### src/rtl/lpc_sync_pkg.sv
package lpc_sync_pkg;

  localparam logic [3:0] NIB_READY = 4'b0000;
  localparam logic [3:0] NIB_SHORT = 4'b0101;
  localparam logic [3:0] NIB_LONG  = 4'b0110;
  localparam logic [3:0] NIB_MORE  = 4'b1001;
  localparam logic [3:0] NIB_ERR   = 4'b1010;
  localparam logic [3:0] NIB_FLOAT = 4'b1111;

  localparam logic [1:0] CYC_MEM = 2'd0;
  localparam logic [1:0] CYC_IO  = 2'd1;
  localparam logic [1:0] CYC_DMA = 2'd2;

  typedef enum logic [2:0] {
    ST_OK      = 3'd0,
    ST_OK_MORE = 3'd1,
    ST_ERROR   = 3'd2,
    ST_TIMEOUT = 3'd3,
    ST_INVALID = 3'd4
  } sync_status_e;

  typedef enum logic [2:0] {
    K_READY,
    K_MORE,
    K_ERR,
    K_SHORT,
    K_LONG,
    K_FLOAT,
    K_BAD
  } sync_kind_e;

  typedef enum logic [1:0] {
    PH_IDLE,
    PH_SYNC,
    PH_DLO,
    PH_DHI
  } phase_e;

endpackage

### src/rtl/lpc_sync_decode.sv
module lpc_sync_decode
  import lpc_sync_pkg::*;
(
  input  logic [3:0]  lad,
  input  logic        is_dma,
  output sync_kind_e  kind
);

  always_comb begin
    case (lad)
      NIB_READY: kind = K_READY;
      NIB_SHORT: kind = K_SHORT;
      NIB_LONG:  kind = K_LONG;
      NIB_MORE:  kind = is_dma ? K_MORE : K_BAD;
      NIB_ERR:   kind = K_ERR;
      NIB_FLOAT: kind = K_FLOAT;
      default:   kind = K_BAD;
    endcase
  end

endmodule

### src/rtl/lpc_sync_wait_track.sv
module lpc_sync_wait_track
  import lpc_sync_pkg::*;
#(
  parameter int NORESP_CLKS = 4,
  parameter int SHORT_LIMIT = 8
) (
  input  logic       clk,
  input  logic       rst,
  input  logic       phase_start,
  input  logic       sampling,
  input  sync_kind_e kind,
  output logic       seen_valid,
  output logic       noresp_expire,
  output logic       short_overrun
);

  localparam int NR_W = $clog2(NORESP_CLKS + 1);
  localparam int SW_W = $clog2(SHORT_LIMIT + 1);

  logic [NR_W-1:0] nr_cnt;
  logic [SW_W-1:0] sw_cnt;

  always_ff @(posedge clk) begin
    if (rst) begin
      nr_cnt        <= '0;
      sw_cnt        <= '0;
      seen_valid    <= 1'b0;
      short_overrun <= 1'b0;
    end else if (phase_start) begin
      nr_cnt     <= '0;
      sw_cnt     <= '0;
      seen_valid <= 1'b0;
    end else if (sampling) begin
      case (kind)
        K_SHORT: begin
          seen_valid <= 1'b1;
          if (sw_cnt == SW_W'(SHORT_LIMIT)) short_overrun <= 1'b1;
          else                               sw_cnt <= sw_cnt + 1'b1;
        end
        K_LONG: begin
          seen_valid <= 1'b1;
          sw_cnt     <= '0;
        end
        K_FLOAT: begin
          if (!seen_valid) nr_cnt <= nr_cnt + 1'b1;
        end
        default: ;
      endcase
    end
  end

  assign noresp_expire = sampling && (kind == K_FLOAT) && !seen_valid &&
                         (nr_cnt == NR_W'(NORESP_CLKS - 1));

endmodule

### src/rtl/lpc_sync_byte_seq.sv
module lpc_sync_byte_seq
  import lpc_sync_pkg::*;
#(
  parameter int CNT_W = 3
) (
  input  logic             clk,
  input  logic             rst,
  input  logic             start_sync,
  input  logic [1:0]       cycle_type,
  input  logic             is_read,
  input  logic [CNT_W-1:0] byte_count,
  input  logic             abort_in,
  input  logic [3:0]       lad,
  input  sync_kind_e       kind,
  input  logic             seen_valid,
  input  logic             noresp_expire,
  output logic             phase_start,
  output logic             sampling,
  output logic             dma_q,
  output logic [CNT_W-1:0] cur_idx,
  output logic             collect_data,
  output logic             rd_valid,
  output logic [7:0]       rd_data,
  output logic             rd_suspect,
  output logic             done,
  output logic [2:0]       status,
  output logic             cycle_end,
  output logic [CNT_W-1:0] done_idx
);

  phase_e          phase;
  logic            rd_q;
  logic [CNT_W-1:0] cnt_q;
  logic [3:0]      lo_q;
  sync_status_e    pend_status;
  logic            pend_last;
  sync_status_e    status_q;

  logic            last_byte;
  logic            term, to_data, fin, fin_last;
  sync_status_e    t_status, fin_status;
  logic            t_last;

  assign last_byte    = ({1'b0, cur_idx} + 1'b1) >= {1'b0, cnt_q};
  assign phase_start  = (phase == PH_IDLE) && start_sync;
  assign sampling     = (phase == PH_SYNC);
  assign collect_data = (phase == PH_DLO) || (phase == PH_DHI);
  assign status       = status_q;

  // Outcome of one SYNC sample
  always_comb begin
    term     = 1'b0;
    to_data  = 1'b0;
    t_status = ST_OK;
    t_last   = 1'b1;
    if (sampling) begin
      if (abort_in) begin
        term     = 1'b1;
        t_status = ST_TIMEOUT;
      end else begin
        case (kind)
          K_READY: begin
            t_status = ST_OK;
            t_last   = dma_q || last_byte;
            to_data  = rd_q;
            term     = !rd_q;
          end
          K_MORE: begin
            t_status = ST_OK_MORE;
            t_last   = last_byte;
            to_data  = rd_q;
            term     = !rd_q;
          end
          K_ERR: begin
            t_status = ST_ERROR;
            to_data  = rd_q;
            term     = !rd_q;
          end
          K_FLOAT: begin
            if (seen_valid) begin
              term     = 1'b1;
              t_status = ST_INVALID;
            end else if (noresp_expire) begin
              term     = 1'b1;
              t_status = ST_TIMEOUT;
            end
          end
          K_BAD: begin
            term     = 1'b1;
            t_status = ST_INVALID;
          end
          default: ;
        endcase
      end
    end
  end

  assign fin        = term || (phase == PH_DHI);
  assign fin_status = (phase == PH_DHI) ? pend_status : t_status;
  assign fin_last   = (phase == PH_DHI) ? pend_last   : t_last;

  always_ff @(posedge clk) begin
    if (rst) begin
      phase       <= PH_IDLE;
      cur_idx     <= '0;
      dma_q       <= 1'b0;
      rd_q        <= 1'b0;
      cnt_q       <= '0;
      lo_q        <= '0;
      pend_status <= ST_OK;
      pend_last   <= 1'b0;
      done        <= 1'b0;
      status_q    <= ST_OK;
      cycle_end   <= 1'b0;
      done_idx    <= '0;
      rd_valid    <= 1'b0;
      rd_data     <= '0;
      rd_suspect  <= 1'b0;
    end else begin
      done     <= 1'b0;
      rd_valid <= 1'b0;
      case (phase)
        PH_IDLE: begin
          if (start_sync) begin
            if (cur_idx == '0) begin
              dma_q <= (cycle_type == CYC_DMA);
              rd_q  <= is_read;
              cnt_q <= byte_count;
            end
            phase <= PH_SYNC;
          end
        end
        PH_SYNC: begin
          if (to_data) begin
            pend_status <= t_status;
            pend_last   <= t_last;
            phase       <= PH_DLO;
          end
        end
        PH_DLO: begin
          lo_q  <= lad;
          phase <= PH_DHI;
        end
        PH_DHI: begin
          rd_valid   <= 1'b1;
          rd_data    <= {lad, lo_q};
          rd_suspect <= (pend_status == ST_ERROR);
        end
        default: phase <= PH_IDLE;
      endcase
      if (fin) begin
        done      <= 1'b1;
        status_q  <= fin_status;
        cycle_end <= fin_last;
        done_idx  <= cur_idx;
        cur_idx   <= fin_last ? '0 : cur_idx + 1'b1;
        phase     <= PH_IDLE;
      end
    end
  end

endmodule

### src/rtl/lpc_sync_engine.sv
module lpc_sync_engine
  import lpc_sync_pkg::*;
#(
  parameter int CNT_W       = 3,
  parameter int NORESP_CLKS = 4,
  parameter int SHORT_LIMIT = 8
) (
  input  logic             clk,
  input  logic             rst,
  input  logic             start_sync,
  input  logic [1:0]       cycle_type,
  input  logic             is_read,
  input  logic [CNT_W-1:0] byte_count,
  input  logic             abort_in,
  input  logic [3:0]       lad_in,
  output logic             collect_data,
  output logic             rd_valid,
  output logic [7:0]       rd_data,
  output logic             rd_suspect,
  output logic             done,
  output logic [2:0]       status,
  output logic             cycle_end,
  output logic [CNT_W-1:0] done_idx,
  output logic             short_overrun
);

  sync_kind_e       kind;
  logic             dma_q;
  logic             seen_valid, noresp_expire;
  logic             phase_start, sampling;
  logic [CNT_W-1:0] cur_idx;

  lpc_sync_decode u_decode (
    .lad    (lad_in),
    .is_dma (dma_q),
    .kind   (kind)
  );

  lpc_sync_wait_track #(
    .NORESP_CLKS (NORESP_CLKS),
    .SHORT_LIMIT (SHORT_LIMIT)
  ) u_wait (
    .clk           (clk),
    .rst           (rst),
    .phase_start   (phase_start),
    .sampling      (sampling),
    .kind          (kind),
    .seen_valid    (seen_valid),
    .noresp_expire (noresp_expire),
    .short_overrun (short_overrun)
  );

  lpc_sync_byte_seq #(
    .CNT_W (CNT_W)
  ) u_seq (
    .clk           (clk),
    .rst           (rst),
    .start_sync    (start_sync),
    .cycle_type    (cycle_type),
    .is_read       (is_read),
    .byte_count    (byte_count),
    .abort_in      (abort_in),
    .lad           (lad_in),
    .kind          (kind),
    .seen_valid    (seen_valid),
    .noresp_expire (noresp_expire),
    .phase_start   (phase_start),
    .sampling      (sampling),
    .dma_q         (dma_q),
    .cur_idx       (cur_idx),
    .collect_data  (collect_data),
    .rd_valid      (rd_valid),
    .rd_data       (rd_data),
    .rd_suspect    (rd_suspect),
    .done          (done),
    .status        (status),
    .cycle_end     (cycle_end),
    .done_idx      (done_idx)
  );

endmodule

### config.mk
export PLATFORM = sky130hd
export DESIGN_NAME = lpc_sync_engine
export DESIGN_NICKNAME = d
export VERILOG_FILES = /design/src/rtl/lpc_sync_pkg.sv /design/src/rtl/lpc_sync_decode.sv /design/src/rtl/lpc_sync_wait_track.sv /design/src/rtl/lpc_sync_byte_seq.sv /design/src/rtl/lpc_sync_engine.sv
export SDC_FILE = /design/constraint.sdc
export NUM_CORES = 1
export LEC_CHECK = 0
export BUFFER_PORTS_ARGS = -buffer_cell sky130_fd_sc_hd__clkbuf_2
export CAP_MARGIN = 40
export CORE_ASPECT_RATIO = 0.7
export CORE_MARGIN = 2
export CORE_UTILIZATION = 61
export DETAILED_ROUTE_END_ITERATION = 16
export MAX_ROUTING_LAYER = met4
export PLACE_DENSITY_LB_ADDON = 0.1
export RECOVER_POWER = 100
export SLEW_MARGIN = 20
export SYNTH_ARGS = -nofsm -noshare
export SYNTH_HDL_FRONTEND = slang
export SYNTH_SLANG_ARGS = --single-unit
export TNS_END_PERCENT = 10
### constraint.sdc
create_clock -name clk -period 3.6 [get_ports clk]
set_input_delay 0.72 -clock clk [delete_from_list [all_inputs] [get_ports clk]]
set_output_delay 0.72 -clock clk [all_outputs]
set_load 0.02 [all_outputs]
==> flow_summary.ini, run 1 <==
[clock_tree]
clk_pin_slew_ns = 0.08
clk_latency_ns = 0.30
clock_sinks = 45
cts_root_buffer = clkbuf_8
post_cts_resized = 0
cts_tree = built
ctsHoldBuffers = 0
cts.htree.levels = 2
ctsLongestPathBuffers = 2
post_cts.repair.setup_buffers = 0
cts_buffers = 5

[floorplanning]
num_rows = 18
ios = 34
start_util = 0.652
die_h_um = 56.1
dieArea_sq_um = 4400
core_area_sq_um = 3630
die_x_um = 78.4

[yosys]
synth_edf_count = 0
yosys.area.top_type_share = 0.381
synthTopCellsByArea = dfxtp_1, mux2i_1, ha_1, nor2_1, a21oi_1
avgSynthCellArea_sq_um = 8.92
netlist_top_cells_count = dfxtp_1, nor2_1, mux2i_1
ys_ff_latch = 45
ys_seq_area_frac = 0.381
synthCells = 265
synth_flop_cell = dfxtp_1
netlist_area_sq_um = 2360
synth.most_common_cell = dfxtp_1
synth_largest_area_cell = dfxtp_1
synth_nets = 297
ys_async_sr_fraction = 0
ys_warn_count = 0
synth.distinct_cells = 50

[sta]
relSlewSlack = 0.417
hold_viol_final = 0
rsz0062_at_grt = no
fin_crit_sh = 0.839
clock_skew_ns = 0.00699
finalSetupViolations = 0
drv_slew = 0
fin_setup_tns_ns = 0
max_clock_freq_mhz = 331
tightest_slew_ns = 0.875
period_needed_ns = 3.02
whs_ns = 0.460

[layout]
finalNonFillerCells = 344
fillers = 312
seq_area_sq_um = 901
drive_above_1_share = 0.0850
diodes = 0
nets = 326
final_util = 0.718
syn_to_final_growth_pct = 10.1
multiInputGateArea_sq_um = 1310
stdcell_area_sq_um = 2600

[grt]
grt-busiest-layer = met2
antenna_found_initial = 0
grt_use_met1 = 0.317
grt_pass1_vias = 1779
grt_util_met3 = 0.0487
use_met2 = 0.350
grt_pass1_wl_um = 7970
gr-total-overflow = 0
track_usage = 0.234
grt_max_degree = 22

[worst_setup_path]
required_ns = 3.75
r2r_setup_slack_ns = 0.84
cp_top_family = compound AO/OA/AOI/OAI gates
arrival_ns = 3.17
critical_path_depth = 13
worst_path_largest_cell_delay_ns = 0.53
worst_r2r_startpoint = u_seq.dma_q
crit_path_cell_trace = clkbuf_1, nor3b_1, a21oi_1, mux2i_1, nand2_1, inv_1, ha_1, a2111oi_0, nand3_1, o221ai_1, buf_2, or2_2, a21oi_1
endpoint_kind = register
criticalPathCategory = in2reg
r2r_end = u_seq.cycle_end
rr_worst_depth = 12
cp-endpoint = u_seq.cycle_end
cpMostUsedCell = a21oi_1
crit_buf_inv = 3
worst_path_max_delay_cell = a2111oi_0
startpoint = lad_in[1]
crit_fanout = 9
cp-start-kind = primary input

[drt]
viasPerCell = 5.66
drc = 0
dr.first_iter.drc_count = 96
first_pass_iters = 8
vias = 1948
avgRoutedWirePerCell_um = 13.8
drtAntennaViolNets = 0
postRouteWirelength_um = 4760

[power]
p_per_area_nw_per_um2 = 501
leakagePower_nw = 1.05
ir_drop_uv = 359

[placed_design]
gp_congestion = 0.879
hpwl_um = 3520
placedCellCount = 336
placedInstanceArea_sq_um = 2530
portBuffers = 33

[run_status]
outcome = completed

[flow_run]
cap_violations = 0

[hold_path]
hold_path.class = reg2reg
worst register-to-register path, delay by kind of cell, from the launching register on:
kind / cells / cell delay [ns]
AO/OA/AOI/OAI: 4 / 0.94
AND/OR/NAND/NOR: 4 / 0.59
flip-flops: 1 / 0.36
buffers and inverters: 2 / 0.35
adder cells (fa/ha/maj): 1 / 0.25
multiplexers: 1 / 0.12
flip-flops by register name, summed over array words and instances (netlist names), 2 cells and up:
| name | cells |
|---|---|
| u_wait.sw_cnt | 4 |
| u_seq.status | 3 |
| u_seq.lo_q | 4 |
| u_wait.nr_cnt | 3 |
| u_seq.pend_status | 3 |
| u_seq.cnt_q | 3 |
| u_seq.phase | 2 |
| u_seq.done_idx | 3 |
| u_seq.cur_idx | 3 |
| u_seq.rd_data | 8 |
how the worst min path moves through the flow:
| stage | slack [ns] | cells after the start | from | to |
|---|---|---|---|---|
| final | 0.46 | 2 | u_seq.status[1] | u_seq.status[1] |
| after global routing | 0.49 | 2 | u_seq.done_idx[2] | u_seq.done_idx[2] |
| after CTS | 0.46 | 2 | u_seq.status[1] | u_seq.status[1] |
| after detailed placement | 0.45 | 2 | u_seq.status[1] | u_seq.status[1] |
| after global placement | 0.45 | 2 | u_seq.status[1] | u_seq.status[1] |
| after floorplan | 0.45 | 2 | u_seq.pend_status[0] | u_seq.pend_status[0] |
routing by layer:
layer,share of wire,up-vias
li1,-,978
met1,0.49,906
met2,0.44,55
met3,0.057,9
met4,0.011,0
met5,0,-
logic make-up (layout without fill, tap and decap cells):
logic type               Yosys count  count (layout)  share of synthesized area
buffers and inverters             34              63                     0.0619
AO/OA/AOI/OAI                     49              49                      0.155
XOR/XNOR                           2               2                    0.00741
flip-flops                        45              45                      0.381
AND/OR/NAND/NOR                   94              94                      0.202
multiplexers                      23              23                     0.0974
adder cells (fa/ha/maj)           18              18                     0.0953
layout by cell type, fill, tap and decap left out, types with 2 or more instances in the layout:
| master | n |
|---|---|
| o21ai_0 | 6 |
| nand2b_1 | 8 |
| inv_1 | 20 |
| clkbuf_8 | 5 |
| clkbuf_1 | 24 |
| a211oi_1 | 2 |
| clkbuf_2 | 11 |
| ha_1 | 18 |
| or2_2 | 3 |
| o31ai_1 | 2 |
| dfxtp_1 | 45 |
| nor3b_1 | 3 |
| and2_1 | 2 |
| a2111oi_0 | 2 |
| and3_1 | 4 |
| a211o_1 | 2 |
| mux2i_1 | 23 |
| nor4b_1 | 2 |
| nand2_1 | 19 |
| a311o_1 | 2 |
| nand3_1 | 6 |
| nor2_1 | 32 |
| a21oi_1 | 19 |
| nor2b_1 | 2 |
| nand3b_1 | 4 |
| nor3_1 | 3 |
stage by stage:
step           setup WS, ns  total power, mW
6_report              0.579             1.30
2_1_floorplan         0.891            0.868
4_1_cts               0.679             1.32
5_1_grt               0.362             1.38
3_3_place_gp          0.556            0.949
3_5_place_dp          0.389            0.957
power breakdown:
| group | total (mW) | internal, mW | switching [mW] |
|---|---|---|---|
| Clock | 0.365 | 0.202 | 0.164 |
| Sequential | 0.563 | 0.538 | 0.0259 |
| Combinational | 0.374 | 0.136 | 0.238 |
final cells by class:
| type | instances | share of cell area |
|---|---|---|
| Sequential cell | 45 | 0.346 |
| Tap cell | 50 | 0.0240 |
| Timing Repair Buffer | 36 | 0.0577 |
| Clock inverter | 2 | 0.0135 |
| Inverter | 20 | 0.0288 |
| Clock buffer | 5 | 0.0264 |
| Multi-Input combinational cell | 186 | 0.503 |
Power figures use the tool's default switching activity.
==> inputs of run 2 (changes only) <==
--- a/config.mk
+++ b/config.mk
@@ -9,7 +9,7 @@
 export CAP_MARGIN = 40
 export CORE_ASPECT_RATIO = 0.7
 export CORE_MARGIN = 2
-export CORE_UTILIZATION = 61
+export CORE_UTILIZATION = 51
 export DETAILED_ROUTE_END_ITERATION = 16
 export MAX_ROUTING_LAYER = met4
 export PLACE_DENSITY_LB_ADDON = 0.1
==> constraint.sdc (replaced) <==
create_clock -name clk -period 2.4 [get_ports clk]
set_input_delay 0.48 -clock clk [delete_from_list [all_inputs] [get_ports clk]]
set_output_delay 0.48 -clock clk [all_outputs]
set_load 0.02 [all_outputs]
==> flow_summary.ini, run 2 (same netlist as run 1, synthesis figures left out) <==
[hold_path]
hold_path.class = in2reg

[run_status]
outcome = finished with violations
violations = setup timing

[floorplanning]
ios = 34
num_rows = 20
die_x_um = 85.4
dieArea_sq_um = 5200
start_util = 0.537
die_h_um = 61.0
core_area_sq_um = 4400

[grt]
grt_pass1_wl_um = 8610
gr-total-overflow = 0
grt_pass1_vias = 1865
antenna_found_initial = 0
track_usage = 0.217
grt_max_degree = 34

[worst_setup_path]
worst_path_largest_cell_delay_ns = 0.34
crit_path_cell_trace = buf_2, nor3b_4, a21oi_2, o21a_1, inv_2, ha_4, buf_6, nand2b_1, a21oi_2, o211ai_1, o32ai_4, nand2_2, o41ai_2
cpMostUsedCell = a21oi_2
crit_fanout = 6
criticalPathCategory = in2reg
cp-start-kind = primary input
arrival_ns = 2.68
worst_path_max_delay_cell = o32ai_4
endpoint_kind = register
required_ns = 2.61

[layout]
syn_to_final_growth_pct = 24.2
diodes = 0
fillers = 388
finalNonFillerCells = 376
drive_above_1_share = 0.221
largest_reg_flops = 8
final_util = 0.667
largest-register = u_seq.rd_data
nets = 352
mostFrequentLayoutCells = dfxtp_1, nor2_1, buf_4
final_common_cell = dfxtp_1
reg.largest.list = u_seq.rd_data: 8 flops, u_seq.lo_q: 4 flops, u_wait.sw_cnt: 4 flops

[sta]
rsz0062_at_grt = yes
drv_slew = 0
max_clock_freq_mhz = 405
clock_skew_ns = 0.00989
hold_viol_final = 0
finalSetupViolations = 3
period_needed_ns = 2.47
fin_crit_sh = 1.03
relSlewSlack = 0.697
tightest_slew_ns = 0.454
fin_ws_ns = -0.0710

[clock_tree]
cts_buffers = 5
clock_sinks = 45
cts_root_buffer = clkbuf_8
clk_pin_slew_ns = 0.09
clk_latency_ns = 0.30
cts.htree.levels = 2
ctsHoldBuffers = 0
ctsLongestPathBuffers = 2
cts_tree = built

[drt]
avgRoutedWirePerCell_um = 14.0
drc = 0
viasPerCell = 5.29
postRouteWirelength_um = 5270
dr.first_iter.drc_count = 161
drtAntennaViolNets = 0
first_pass_iters = 4
vias = 1988

[power]
leakagePower_nw = 1.22
switchingPower_mw = 0.712
fin_total_pwr_mw = 2.13
p_per_area_nw_per_um2 = 725
switching_share = 0.334
combPwrFrac = 0.329
p_int_mw = 1.42
p_seq_frac = 0.397
ir_drop_uv = 420
p_clk_frac = 0.274

[flow_run]
cap_violations = 0

[placed_design]
pre_cts_ws_ns = -0.280
portBuffers = 33
hpwl_um = 3750
gp_congestion = 0.833
placedCellCount = 366
==> run 2: worst paths after layout <==
path	startpoint	endpoint	slack [ns]	cells after the start
worst max-delay path	lad_in[2]	u_seq.cur_idx[2]	-0.07	13
worst min-delay path	byte_count[0]	u_seq.cnt_q[0]	0.40	3
worst min register to register	u_seq.status[1]	u_seq.status[1]	0.45	2
worst max register to register	u_seq.dma_q	u_seq.cur_idx[2]	-0.06	12
==> run 2: power by group through the flow <==
stage / logic [mW] / registers (mW) / clock network, mW
2_1_floorplan: 0.421 / 0.882 / 0
3_3_place_gp: 0.656 / 0.860 / 0
3_5_place_dp: 0.661 / 0.862 / 0
4_1_cts: 0.668 / 0.845 / 0.597
5_1_grt: 0.772 / 0.852 / 0.629
6_report: 0.700 / 0.845 / 0.585
==> run 2: area by class of cell <==
type | count | area [sq um] | share of cell area
Clock inverter | 3 | 46.3 | 0.0158
Multi-Input combinational cell | 186 | 1400 | 0.476
Clock buffer | 5 | 68.8 | 0.0234
Sequential cell | 45 | 902 | 0.307
Tap cell | 55 | 68.8 | 0.0234
Timing Repair Buffer | 62 | 379 | 0.129
Inverter | 20 | 75.1 | 0.0256
==> run 2: repair_timing <==
item                       CTS  global route
setup endpoints to repair    0            14
buffers inserted             0             2
resized for setup            0            20
==> run 2: metrics by stage <==
stage	area [sq um]	hold WS (ns)	TNS (ns)
floorplan	2360	0.446	-0.0502
global placement	2740	0.441	-1.62
finish	2940	0.400	-0.0871
CTS	2860	0.396	0
global route	2940	0.415	-1.60
detailed placement	2740	0.446	-2.32
==> run 2: layer usage <==
layer  up-vias  track usage  routed length, um
li1       1029            -                  -
met1       917        0.312               2800
met2        35        0.309               2210
met3         7       0.0408                207
met4         0       0.0658                 51
met5         -            -                  0
==> run 2: worst max-delay path, delay by kind of cell <==
family	cells	cell delay, ns
buf+inv	3	0.36
compound gates	6	1.29
fa+ha+maj	1	0.16
simple gates	3	0.39
